--- config.mk ---
export PLATFORM = sky130hd
export DESIGN_NAME = usb_frame_timer
export DESIGN_NICKNAME = d
export VERILOG_FILES = /design/src/rtl/ufr_pkg.sv /design/src/rtl/ufr_regs.sv /design/src/rtl/ufr_counter.sv /design/src/rtl/ufr_fnum.sv /design/src/rtl/usb_frame_timer.sv
export SDC_FILE = /design/constraint.sdc
export NUM_CORES = 1
export LEC_CHECK = 0
export CAP_MARGIN = 10
export CORE_UTILIZATION = 40
export DETAILED_ROUTE_END_ITERATION = 12
export SLEW_MARGIN = 20
export SYNTH_ARGS = -nofsm -noshare
export SYNTH_HDL_FRONTEND = slang
export SYNTH_SLANG_ARGS = --single-unit
export TNS_END_PERCENT = 5
--- constraint.sdc ---
create_clock -name clk -period 5.9 [get_ports clk]
set_clock_uncertainty 0.1 [all_clocks]
set_input_delay 0.885 -clock clk [delete_from_list [all_inputs] [get_ports clk]]
set_output_delay 0.885 -clock clk [all_outputs]
set_load 0.05 [all_outputs]
--- src/rtl/ufr_pkg.sv ---
package ufr_pkg;

    localparam int DW     = 32;
    localparam int AW     = 3;
    localparam int FI_W   = 14;
    localparam int PKT_W  = 15;
    localparam int FN_W   = 16;
    localparam int PS_W   = 14;
    localparam int LST_W  = 12;

    typedef enum logic [1:0] {
        ST_RESET   = 2'd0,
        ST_RESUME  = 2'd1,
        ST_OPER    = 2'd2,
        ST_SUSPEND = 2'd3
    } hc_state_e;

    localparam logic [AW-1:0] A_INTERVAL = 3'd0;
    localparam logic [AW-1:0] A_REMAIN   = 3'd1;
    localparam logic [AW-1:0] A_NUMBER   = 3'd2;
    localparam logic [AW-1:0] A_PSTART   = 3'd3;
    localparam logic [AW-1:0] A_LSTHR    = 3'd4;

    typedef struct packed {
        logic             tgl;
        logic [PKT_W-1:0] pkt_max;
        logic [FI_W-1:0]  span;
    } interval_t;

    typedef struct packed {
        logic            tgl;
        logic [FI_W-1:0] cnt;
    } remain_t;

    function automatic interval_t word_to_interval(input logic [DW-1:0] w);
        interval_t r;
        r.tgl     = w[31];
        r.pkt_max = w[30:16];
        r.span    = w[FI_W-1:0];
        return r;
    endfunction

    function automatic logic [DW-1:0] interval_to_word(input interval_t iv);
        return {iv.tgl, iv.pkt_max, 2'b00, iv.span};
    endfunction

    function automatic logic [DW-1:0] remain_to_word(input remain_t rm);
        return {rm.tgl, {(DW-1-FI_W){1'b0}}, rm.cnt};
    endfunction

endpackage

--- src/rtl/ufr_regs.sv ---
module ufr_regs
    import ufr_pkg::*;
#(
    parameter logic [FI_W-1:0]  FI_RESET  = 14'd11999,
    parameter logic [PS_W-1:0]  PS_RESET  = '0,
    parameter logic [LST_W-1:0] LST_RESET = '0
) (
    input  logic             clk,
    input  logic             rst,
    input  logic             wr_en,
    input  logic [AW-1:0]    wr_addr,
    input  logic [DW-1:0]    wr_data,
    output interval_t        iv_q,
    output logic [PS_W-1:0]  ps_q,
    output logic [LST_W-1:0] lst_q
);

    logic unused_rsvd;
    assign unused_rsvd = ^wr_data[15:14];

    always_ff @(posedge clk) begin
        if (rst) begin
            iv_q.tgl     <= 1'b0;
            iv_q.pkt_max <= '0;
            iv_q.span    <= FI_RESET;
            ps_q         <= PS_RESET;
            lst_q        <= LST_RESET;
        end else if (wr_en) begin
            case (wr_addr)
                A_INTERVAL: iv_q  <= word_to_interval(wr_data);
                A_PSTART:   ps_q  <= wr_data[PS_W-1:0];
                A_LSTHR:    lst_q <= wr_data[LST_W-1:0];
                default: ;
            endcase
        end
    end

endmodule

--- src/rtl/ufr_counter.sv ---
module ufr_counter
    import ufr_pkg::*;
(
    input  logic            clk,
    input  logic            rst,
    input  hc_state_e       state,
    input  logic            bit_tick,
    input  logic [FI_W-1:0] span,
    input  logic            span_tgl,
    output remain_t         rem_q,
    output logic            wrap,
    output logic            sof_q
);

    logic was_oper;
    logic oper;

    assign oper = (state == ST_OPER);
    assign wrap = oper && was_oper && bit_tick && (rem_q.cnt == '0);

    always_ff @(posedge clk) begin
        if (rst) begin
            rem_q    <= '0;
            was_oper <= 1'b0;
            sof_q    <= 1'b0;
        end else begin
            was_oper <= oper;
            sof_q    <= wrap;
            if (state == ST_RESET) begin
                rem_q <= '0;
            end else if (oper && !was_oper) begin
                rem_q.cnt <= span;
            end else if (wrap) begin
                rem_q.cnt <= span;
                rem_q.tgl <= span_tgl;
            end else if (oper && bit_tick) begin
                rem_q.cnt <= rem_q.cnt - {{(FI_W-1){1'b0}}, 1'b1};
            end
        end
    end

endmodule

--- src/rtl/ufr_fnum.sv ---
module ufr_fnum
    import ufr_pkg::*;
(
    input  logic            clk,
    input  logic            rst,
    input  logic            clear,
    input  logic            adv,
    input  logic            ack,
    output logic [FN_W-1:0] fn_q,
    output logic            flag_q
);

    logic [FN_W-1:0] fn_nxt;
    logic            top_flip;

    assign fn_nxt   = fn_q + {{(FN_W-1){1'b0}}, 1'b1};
    assign top_flip = adv && !clear && (fn_nxt[FN_W-1] != fn_q[FN_W-1]);

    always_ff @(posedge clk) begin
        if (rst) begin
            fn_q   <= '0;
            flag_q <= 1'b0;
        end else begin
            if (clear)
                fn_q <= '0;
            else if (adv)
                fn_q <= fn_nxt;

            if (top_flip)
                flag_q <= 1'b1;
            else if (ack)
                flag_q <= 1'b0;
        end
    end

endmodule

--- src/rtl/usb_frame_timer.sv ---
module usb_frame_timer
    import ufr_pkg::*;
#(
    parameter logic [FI_W-1:0]  FI_RESET  = 14'd11999,
    parameter logic [PS_W-1:0]  PS_RESET  = '0,
    parameter logic [LST_W-1:0] LST_RESET = '0
) (
    input  logic          clk,
    input  logic          rst,
    input  logic [1:0]    run_state,
    input  logic          bit_tick,
    input  logic          wr_en,
    input  logic [AW-1:0] reg_addr,
    input  logic [DW-1:0] wr_data,
    output logic [DW-1:0] rd_data,
    input  logic          ovf_ack,
    output logic          sof_pulse,
    output logic          fn_msb_flag
);

    hc_state_e        state;
    interval_t        iv;
    logic [PS_W-1:0]  ps;
    logic [LST_W-1:0] lst;
    remain_t          rem;
    logic             wrap;
    logic [FN_W-1:0]  frame_num;

    assign state = hc_state_e'(run_state);

    ufr_regs #(
        .FI_RESET (FI_RESET),
        .PS_RESET (PS_RESET),
        .LST_RESET(LST_RESET)
    ) i_regs (
        .clk    (clk),
        .rst    (rst),
        .wr_en  (wr_en),
        .wr_addr(reg_addr),
        .wr_data(wr_data),
        .iv_q   (iv),
        .ps_q   (ps),
        .lst_q  (lst)
    );

    ufr_counter i_cnt (
        .clk     (clk),
        .rst     (rst),
        .state   (state),
        .bit_tick(bit_tick),
        .span    (iv.span),
        .span_tgl(iv.tgl),
        .rem_q   (rem),
        .wrap    (wrap),
        .sof_q   (sof_pulse)
    );

    ufr_fnum i_fn (
        .clk   (clk),
        .rst   (rst),
        .clear (state == ST_RESET),
        .adv   (wrap),
        .ack   (ovf_ack),
        .fn_q  (frame_num),
        .flag_q(fn_msb_flag)
    );

    always_comb begin
        case (reg_addr)
            A_INTERVAL: rd_data = interval_to_word(iv);
            A_REMAIN:   rd_data = remain_to_word(rem);
            A_NUMBER:   rd_data = {{(DW-FN_W){1'b0}}, frame_num};
            A_PSTART:   rd_data = {{(DW-PS_W){1'b0}}, ps};
            A_LSTHR:    rd_data = {{(DW-LST_W){1'b0}}, lst};
            default:    rd_data = '0;
        endcase
    end

endmodule

After elaboration in Yosys (flattened, before gate mapping)
Cells that the tools add are included.

Input port bits: 42. Output and inout port bits: 34. Bits in registers: 90. Logic and storage cells: 45.

Muxes and demuxes: 6. Reductions and logical operators: 19. Add/subtract/negate cells: 2. Eq/ne operators: 6. Bitwise gates (word level): 1.

Operators with widths (number): 32-bit case mux with 5 select lines (1); 14-bit 2-to-1 mux (3); 16-bit by 1-bit adder with 16-bit output, second input constant (1); 14-bit logical NOT (1); 14-bit by 1-bit subtractor with 14-bit output, second input constant (1); 2-bit AND reduction (4); 1-bit logical AND (7); 3-bit by 2-bit equality test with 1-bit output, second input constant (2); 3-bit by 1-bit equality test with 1-bit output, second input constant (1); 3-bit equality test, second input constant (1); 3-bit logical NOT (1); 3-bit nonzero test (1); 2-bit equality test, second input constant (1); 1-bit logical NOT (2); 2-bit logical NOT (1); 1-bit 2-to-1 mux (2); 2-bit nonzero test (1); 2-bit OR reduction (1); 1-bit != test (1); 1-bit NOT (1).

Logic depth before layout (Yosys ltp)
Gate-level depths: netlist of the first run.

Depth in word-level cells: 7. Depth in mapped cells: 8.

By module
From an unflattened synthesis of the first run, not the netlist that was laid out.

Cells, all modules: 549. Area total of the unflattened synthesis: 4986.0 sq um.

By module, submodules not included: ufr_regs (instances 1, area each 2377.3 sq um, cells an instance 228, sequential area each 1121.1 sq um); ufr_counter (instances 1, area each 1129.8 sq um, cells an instance 142, sequential area each 340.3 sq um); ufr_fnum (instances 1, area each 807.0 sq um, cells an instance 90, sequential area each 340.3 sq um); usb_frame_timer (instances 1, area each 671.9 sq um, cells an instance 89, sequential area each 0.0 sq um).

Worst setup path after synthesis of the first run
OpenSTA, ideal clock, no wires.

Path kind: input-to-output. Start: input reg_addr[0]. End: output rd_data[10]. Cell stages on the path: 5. Setup slack: 2.241 ns. Data arrival time: 2.674 ns. Cell sequence: buf_1 > nor2b_1 > clkbuf_1 > a22oi_1 > o22ai_1.

Cells in the longest elaborated chain, start to end: 2. Elaborated cells between the ends (all ways): 6. Classes of those cells: 4 x eq/ne; 1 x mux; 1 x reduce/logical.

RTL lines: from (decl) (line usb_frame_timer.sv:13) `input logic [AW-1:0] reg_addr,`; 3-bit equality test, or another cell as far along (line usb_frame_timer.sv:69) `case (reg_addr)`; 32-bit case mux with 5 select lines (*) (line usb_frame_timer.sv:69); to (decl) (line usb_frame_timer.sv:15) `output logic [DW-1:0] rd_data,`.

Every way passes the cells marked *; elsewhere a longest branch is shown, timed or not.

Final worst setup path of the first run
Ends and elaborated chain as after synthesis.

==> reports/results.ini, run 1 <==
[worst_setup_path]
required_ns=4.91
reg2reg_depth=4
worstSetupStartpoint=reg_addr[0]
cp-endpoint=rd_data[10]
path_cells=clkdlybuf4s50_1 > nor2b_1 > a22oi_1 > o22ai_1 > clkdlybuf4s50_1
critPathTopFamily=buffers and inverters
cp_slowest_cell=clkdlybuf4s50_1
cpPeakStageDelay_ns=0.86
r2r_slack_ns=2.99
r2r-start=i_cnt.rem_q[8]$_SDFFE_PP0P_
start_kind=input pin
crit_type=in -> out
crit_buf_inv=2
cpMostUsedCell=clkdlybuf4s50_1
cp_max_fo=13
end_kind=output port
r2r_end=i_cnt.rem_q[0]$_SDFFE_PP0P_
crit_cells=5
cp.arrival_ns=3.81

[yosys]
synth.cell_area_um2=4460
synth_xor_area_share_pct=3.34
yosys_warnings=0
synth-seq-cells=90
syn_area_per_cell_um2=7.90
syn_nets=610
ys_seq_area_share_pct=40.4
synth_compound_area_share_pct=18.3
netlist_instances=565
synth_top_family_by_area=simple AND/OR/NAND/NOR gates
synthSimpleGateAreaFrac_pct=29.2
ys_types=52
async_flop_share_pct=0
synth_top_area_share_pct=40.4
synthAdderAreaFrac_pct=0.841
netlist.top_cell.by_area=dfxtp_1
ys.flop_type=dfxtp_1
synth.area.mux_share_pct=4.23
synthTopCellsByArea=dfxtp_1, nand2_1, a21oi_1, a22oi_1, clkbuf_1
synth_edf_count=0

[grt]
grt_remaining_overflow=0
grt_max_degree=63
grtUsageTotal_pct=24.5
antenna_found_initial=0
grt_pass1_vias=3924
grt_pass1_wl_mm=21.5

[route]
viasPerCell=5.62
routedWlPerCell_um=17.6
ant_nets=0
totalWireLength_mm=13.4
drc_errors=0
drtIter0Drc=253
dr.pass1.iters=5
num_vias=4285

[layout]
final_layout_size_suffix_gt1_share_pct=7.72
postLayoutCellArea_um2=5430
most-common-layout-cells=nand2_1, dfxtp_1, clkdlybuf4s50_1, a21oi_1, a22oi_1
multiInputGateArea_um2=2500
regArea_um2=1800
fillers=1127
layout.nets=662
mostFrequentLayoutCell=nand2_1
area_delta_synth_final_pct=21.7
n_antenna_cell=0

[place]
dp_hpwl_mm=9.54
io_buffers=73
placed_cell_area_um2=5250
gp_congestion=0.897

[floorplanning]
io_pins=76
initial_core_util_pct=41.2
rows=38
die_w_um=108
core_um2=10800
die-area_um2=11600
die_y_um=108

[clocking]
cts_buffers=9
clockRootBuffer=clkbuf_8
tritoncts=done
clk_latency_ns=0.38
postCtsSetupBuffers=0
hold_buffers=0
clock-sinks=90
cts_buffer_depth=2
htree_levels=3
clk_pin_slew_ns=0.09
post_cts_resized=0

[sta]
max_freq_mhz=209
relSlewSlack_pct=37.2
setup_viol=0
hold_viol_final=0
min_period_ns=4.79
finalCritPeriodShare_pct=81.2
tightestPinTransition_ns=0.936
tns_ns=0
rsz0062_at_grt=false
drv_slew=0

[pwr]
worst_ir_drop_vdd_mv=0.115
leakage_nw=1.91
p_per_area_nw_per_um2=228

[flow_run]
cap_viol_max_count=0

[status]
status=completed

[hold_path]
min_path_type=reg -> reg

==> Yosys cell counts (all sizes together), types with 3 or more instances <==
library cell  number
dfxtp             90
inv                7
o21ai             12
a21oi             57
nor4               6
and4               4
nand2            136
ha                 3
o22ai             16
or2                3
xor2              12
or4                6
xnor2              5
buf                3
clkbuf            33
o211ai             5
and3               4
and2              16
nor2b              5
mux2              11
nand4              7
nand3             16
a22oi             29
nor3              12
nand3b            14
nor2              29
==> where the power goes <==
group          leakage, nW  switching (mW)  internal [mW]  total [mW]
Sequential           0.730          0.0220          0.623       0.645
Clock               0.0810           0.235          0.151       0.386
Combinational         1.10           0.122         0.0850       0.207
Total                 1.91           0.379          0.860        1.24
==> how the worst min path moves through the flow <==
stage                                       startpoint                      endpoint  slack [ns]  cells past startpoint
after floorplan           i_regs.iv_q[14]$_SDFFE_PP0P_  i_regs.iv_q[14]$_SDFFE_PP0P_        0.33                      2
after global placement    i_regs.iv_q[26]$_SDFFE_PP0P_  i_regs.iv_q[26]$_SDFFE_PP0P_        0.34                      2
after detailed placement  i_regs.iv_q[16]$_SDFFE_PP0P_  i_regs.iv_q[16]$_SDFFE_PP0P_        0.34                      2
after CTS                 i_regs.iv_q[20]$_SDFFE_PP0P_  i_regs.iv_q[20]$_SDFFE_PP0P_        0.36                      2
after global routing      i_regs.iv_q[16]$_SDFFE_PP0P_  i_regs.iv_q[16]$_SDFFE_PP0P_        0.38                      2
final                         i_fn.flag_q$_SDFFE_PP0P_      i_fn.flag_q$_SDFFE_PP0P_        0.36                      2
==> logic make-up after synthesis <==
kind of cell | Yosys count
buf+inv | 43
fa+ha+maj | 3
compound gates | 132
mux | 15
flops | 90
xor+xnor | 17
simple gates | 265
==> routing by layer <==
layer	vias up	share of wire, %	global-route usage [%]
li1	2102	-	-
met5	-	0	0
met2	160	45	36.5
met4	0	1.9	9.30
met1	2003	46	34.7
met3	20	6.3	4.66
==> tightest hold or removal path: stages (launching register included) <==
cell	delay (ns)
dfxtp_1	0.32
nand2_1	0.05
o21ai_1	0.05
==> final cells by class <==
class / instances / share of cell area, %
Timing Repair Buffer: 77 / 14.0
Inverter: 7 / 0.484
Clock inverter: 7 / 0.853
Tap cell: 140 / 3.23
Multi-Input combinational cell: 432 / 46.0
Clock buffer: 9 / 2.28
Sequential cell: 90 / 33.2
==> per-stage QoR <==
step | hold WS, ns | total power, mW | instances | worst slack (ns) | utilization [%]
2_1_floorplan | 0.332 | 0.787 | 565 | 2.24 | -
3_3_place_gp | 0.338 | 0.860 | 746 | 1.18 | 48.5
3_5_place_dp | 0.345 | 0.863 | 746 | 1.15 | 48.5
4_1_cts | 0.357 | 1.24 | 762 | 1.14 | 50.0
5_1_grt | 0.377 | 1.30 | 762 | 0.956 | 50.1
6_report | 0.356 | 1.24 | 762 | 1.11 | 50.1
==> state kept, by name, summed over array words and instances, names as in the netlist <==
name and cells:
i_regs.lst_q 12, i_regs.ps_q 14, i_fn.flag_q 1, i_cnt.was_oper 1, i_cnt.sof_q 1, i_cnt.rem_q 15, i_regs.iv_q 30, i_fn.fn_q 16
(Power assumes the default switching activity.)
==> run 2: changes to the inputs <==
Settings changed: PLACE_DENSITY from default to 0.65.
Clock period 5.9 ns to 4.39 ns, I/O delays scaled along.
==> run 2 against run 1 <==
- register-to-register slack worse by 1.5 ns
- via count is 1.3% higher
- sequential power rose by 34%
- sequential share of layout area fell by 2.0 points
- first-iteration DRC count is 20% lower
- die area unchanged
- critical path depth unchanged
- hold slack got worse by 0.0023 ns
- setup slack worse by 0.14 ns
- critical path type unchanged
==> reports/results.ini, run 2 (synthesized netlist as in run 1, its figures left out) <==
[clocking]
tritoncts=done
clk_pin_slew_ns=0.09  ; about the same
clockRootBuffer=clkbuf_8
hold_buffers=0  ; unchanged
cts_buffers=9  ; unchanged
cts_buffer_depth=2  ; unchanged
clk_latency_ns=0.37  ; about the same
post_cts_resized=0  ; unchanged
clock-sinks=90  ; unchanged
htree_levels=3  ; unchanged
postCtsSetupBuffers=0  ; unchanged

[hold_path]
min_path_type=reg -> reg

[status]
status=completed

[grt]
grt_pass1_wl_mm=21.0  ; -2.3%
grt_pass1_vias=4043  ; +3.0%
antenna_found_initial=0  ; unchanged
grtUsageTotal_pct=23.5  ; -1.0 points
grt_max_degree=63  ; unchanged
grt_remaining_overflow=0  ; unchanged

[pwr]
leakage_nw=2.09  ; +9.7%
worst_ir_drop_vdd_mv=0.182  ; +57%
p_per_area_nw_per_um2=313  ; +37%
finalPower_mw=1.81  ; +46%

[layout]
fillers=1020  ; -9.5%
n_antenna_cell=0  ; unchanged
final_layout_size_suffix_gt1_share_pct=12.4  ; +4.7 points
area_delta_synth_final_pct=29.6
layout.nets=667  ; +0.76%
final_util_pct=53.4  ; +3.3 points
most-common-layout-cells=nand2_1, dfxtp_1, a21oi_1, clkdlybuf4s50_1, a22oi_1
final_cells=767  ; +0.66%
mostFrequentLayoutCell=nand2_1
largest_register_ffs=30  ; unchanged
regMostFlops=i_regs.iv_q
reg_top3=i_regs.iv_q x30, i_fn.fn_q x16, i_cnt.rem_q x15

[worst_setup_path]
cp_max_fo=22  ; +9
required_ns=3.63  ; -1.28 ns
start_kind=input pin
cp.arrival_ns=2.66  ; -1.15 ns
end_kind=output port
crit_type=in -> out

[floorplanning]
die_w_um=108  ; unchanged
initial_core_util_pct=41.2  ; unchanged
rows=38  ; unchanged
io_pins=76  ; unchanged
die-area_um2=11600  ; unchanged
core_um2=10800  ; unchanged
die_y_um=108  ; unchanged

[place]
gp_congestion=0.944  ; +5.2%
io_buffers=73  ; unchanged
dp_hpwl_mm=9.56  ; +0.19%
dpl.cell_count=751  ; +0.67%

[route]
highest_layer=met4
drt-met1-wl_mm=5.80  ; -6.8%
route.met2.wl_mm=5.89  ; -3.1%
drc_errors=0  ; unchanged
routedWlPerCell_um=17.1  ; -2.6%
drtIter0Drc=202  ; -20%
totalWireLength_mm=13.1  ; -2.0%
num_vias=4342  ; +1.3%
wl_met3_mm=1.16  ; +38%
ant_nets=0  ; unchanged
viasPerCell=5.66  ; +0.67%
dr.pass1.iters=5  ; unchanged

[sta]
max_freq_mhz=292
tightestPinTransition_ns=1.00  ; +0.0683 ns
hold_viol_final=0  ; unchanged
drv_slew=0  ; unchanged
relSlewSlack_pct=32.9  ; -4.2 points
rsz0062_at_grt=false
tns_ns=0  ; unchanged
finalCritPeriodShare_pct=77.9
min_period_ns=3.42
setup_viol=0  ; unchanged

[flow_run]
cap_viol_max_count=0  ; unchanged

## run 2: stage by stage
step	worst slack (ns)	hold WS, ns	instance area [um^2]
CTS	0.970	0.357	5780
floorplan	1.18	0.332	4460
finish	0.970	0.354	5780
global route	0.866	0.369	5780
detailed placement	0.973	0.344	5560
global placement	1.01	0.337	5560
## run 2: worst paths after layout
kind                                 from                            to  slack [ns]  cells after the start
max                           reg_addr[0]                   rd_data[31]        0.97                      5
min          i_regs.iv_q[16]$_SDFFE_PP0P_  i_regs.iv_q[16]$_SDFFE_PP0P_        0.35                      2
max reg2reg   i_cnt.rem_q[8]$_SDFFE_PP0P_   i_cnt.rem_q[0]$_SDFFE_PP0P_        1.51                      4
min reg2reg  i_regs.iv_q[16]$_SDFFE_PP0P_  i_regs.iv_q[16]$_SDFFE_PP0P_        0.35                      2
## run 2: report_power, final
part,switching [mW],internal (mW)
clock network,0.321,0.330
logic,0.167,0.129
registers,0.0287,0.838
total,0.516,1.30
## run 2: metal layers
| layer | vias up | track usage (%) |
|---|---|---|
| met1 | 2013 | 30.8 |
| met2 | 197 | 36.6 |
| met3 | 25 | 6.72 |
| li1 | 2107 | - |
| met4 | 0 | 8.32 |
| met5 | - | 0 |
## run 2: final cells by class
type / instances / area (um^2) / share of cell area (%)
Multi-Input combinational cell: 432 / 2490 / 43.1
Sequential cell: 90 / 1800 / 31.1
Clock inverter: 6 / 98.8 / 1.71
Timing Repair Buffer: 82 / 1060 / 18.3
Tap cell: 140 / 175 / 3.03
Clock buffer: 10 / 128 / 2.21
Inverter: 7 / 26.3 / 0.454
## run 2: worst max-delay path: stages
cell	delay (ns)
clkdlybuf4s50_1	0.55
buf_4	0.31
mux2i_1	0.12
nor3_1	0.18
clkdlybuf4s50_1	0.84
==> run 3: changes to the inputs <==
Clock period 4.39 ns to 2.75 ns, I/O delays scaled along.
==> run 3 against run 2 <==
- global-route usage up 1.9 points
- register-to-register slack worse by 1.3 ns
- final cell count up 2.9%
- hold slack worse by 0.20 ns
- setup slack worse by 0.90 ns
- non-clock buffer count up 22
- wire length up 4.0%
==> reports/results.ini, run 3 (synthesized netlist as in run 1, its figures left out) <==
[clocking]
post_cts_resized=0  ; unchanged
cts_buffers=9  ; unchanged
clk_pin_slew_ns=0.09  ; about the same
clock-sinks=90  ; unchanged
clockRootBuffer=clkbuf_8
postCtsSetupBuffers=0  ; unchanged
clk_latency_ns=0.39  ; +0.02 ns
htree_levels=3  ; unchanged
cts_buffer_depth=2  ; unchanged
tritoncts=done
hold_buffers=0  ; unchanged

[flow_run]
cap_viol_max_count=0  ; unchanged

[layout]
postLayoutCellArea_um2=5930  ; +2.5%
regMostFlops=i_regs.iv_q
fillers=1037  ; +1.7%
most-common-layout-cells=nand2_1, dfxtp_1, a21oi_1, clkdlybuf4s50_1, buf_4
final_layout_size_suffix_gt1_share_pct=16.0  ; +3.6 points
n_antenna_cell=0  ; unchanged
final_util_pct=54.7  ; +1.3 points
largest_register_ffs=30  ; unchanged
final_cells=789  ; +2.9%
area_delta_synth_final_pct=32.9
reg_top3=i_regs.iv_q x30, i_fn.fn_q x16, i_cnt.rem_q x15
layout.nets=689  ; +3.3%
regArea_um2=1800  ; unchanged
multiInputGateArea_um2=2490  ; unchanged
mostFrequentLayoutCell=nand2_1

[floorplanning]
rows=38  ; unchanged
initial_core_util_pct=41.2  ; unchanged
die_w_um=108  ; unchanged
io_pins=76  ; unchanged
die_y_um=108  ; unchanged
die-area_um2=11600  ; unchanged
core_um2=10800  ; unchanged

[worst_setup_path]
start_kind=input pin
end_kind=output port
required_ns=2.24  ; -1.39 ns
cp_max_fo=17  ; -23%
cp.arrival_ns=2.17  ; -0.49 ns
crit_type=in -> out

[sta]
tightestPinTransition_ns=0.783  ; -0.221 ns
finalCritPeriodShare_pct=97.6
rsz0062_at_grt=false
tns_ns=0  ; unchanged
relSlewSlack_pct=47.8  ; +15 points
hold_viol_final=0  ; unchanged
drv_slew=0  ; unchanged
setup_viol=0  ; unchanged
max_freq_mhz=372
fin_hold_ws_ns=0.157  ; -0.197 ns
min_period_ns=2.69
setup_slack_ns=0.0650  ; -0.905 ns

[place]
io_buffers=73  ; unchanged
gp_congestion=0.938  ; -0.60%
placed_cell_area_um2=5750  ; +3.5%
place_ws_ns=0.119  ; -0.854 ns
dpl.cell_count=773  ; +2.9%
dp_hpwl_mm=10.1  ; +5.8%

[route]
viasPerCell=5.65  ; -0.17%
routedWlPerCell_um=17.3  ; +1.1%
num_vias=4459  ; +2.7%
totalWireLength_mm=13.7  ; +4.0%
drtIter0Drc=274  ; +36%
ant_nets=0  ; unchanged
drc_errors=0  ; unchanged
dr.pass1.iters=5  ; unchanged

[grt]
grt_pass1_wl_mm=22.1  ; +5.3%
grt_max_degree=59  ; -6.3%
antenna_found_initial=0  ; unchanged
grt_pass1_vias=4281  ; +5.9%
grtUsageTotal_pct=25.4  ; +1.9 points
grt_remaining_overflow=0  ; unchanged

[status]
status=completed

[pwr]
leakage_nw=2.19  ; +4.7%
finalPower_mw=2.74  ; +51%
worst_ir_drop_vdd_mv=0.342  ; +88%
p_per_area_nw_per_um2=462  ; +47%

[hold_path]
min_path_type=in -> reg

run 3: cell types whose count changed in the layout (fill, tap and decap cells not counted):
cell	before	now
clkinv_4	1	2
clkdlybuf4s50_1	44	40
inv_6	0	2
clkinvlp_4	1	2
buf_4	10	33
bufinv_16	2	0
inv_8	2	0
buf_12	27	30
run 3: metal layers:
metal | vias to the layer above | wire (um) | global-route usage [%]
met1 | 2092 | 5910 | 32.3
li1 | 2152 | - | -
met4 | 0 | 354 | 11.6
met3 | 24 | 1140 | 7.26
met2 | 191 | 6250 | 39.7
met5 | - | 0 | 0
run 3: final cells by class:
type,count,share of cell area (%)
multi-input combinational,432,42.1
clock inverter,6,0.844
clock buffer,10,2.15
tap,140,2.95
sequential,90,30.4
inverter,7,0.443
timing repair buffer,104,21.1
run 3: critical path, stage by stage:
cell and delay [ns]:
clkdlybuf4s50_1 0.52, buf_4 0.23, buf_4 0.14, nor3_1 0.25, buf_4 0.25, and2_1 0.20, buf_12 0.15
run 3: power breakdown:
part / leakage (nW) / total, mW / switching, mW / internal (mW)
registers: 0.730 / 1.38 / 0.0441 / 1.34
logic: 1.38 / 0.499 / 0.274 / 0.225
clock network: 0.0835 / 0.857 / 0.519 / 0.338
run 3: path summary, 6_finish.rpt:
check	from	endpoint	slack, ns	depth (start not counted)
hold / removal	rst	i_cnt.sof_q$_SDFF_PP0_	0.16	2
setup reg to reg	i_cnt.rem_q[9]$_SDFFE_PP0P_	i_cnt.rem_q[2]$_SDFFE_PP0P_	0.19	6
hold reg to reg	i_regs.iv_q[19]$_SDFFE_PP0P_	i_regs.iv_q[19]$_SDFFE_PP0P_	0.35	2
setup / recovery	reg_addr[0]	rd_data[23]	0.06	7
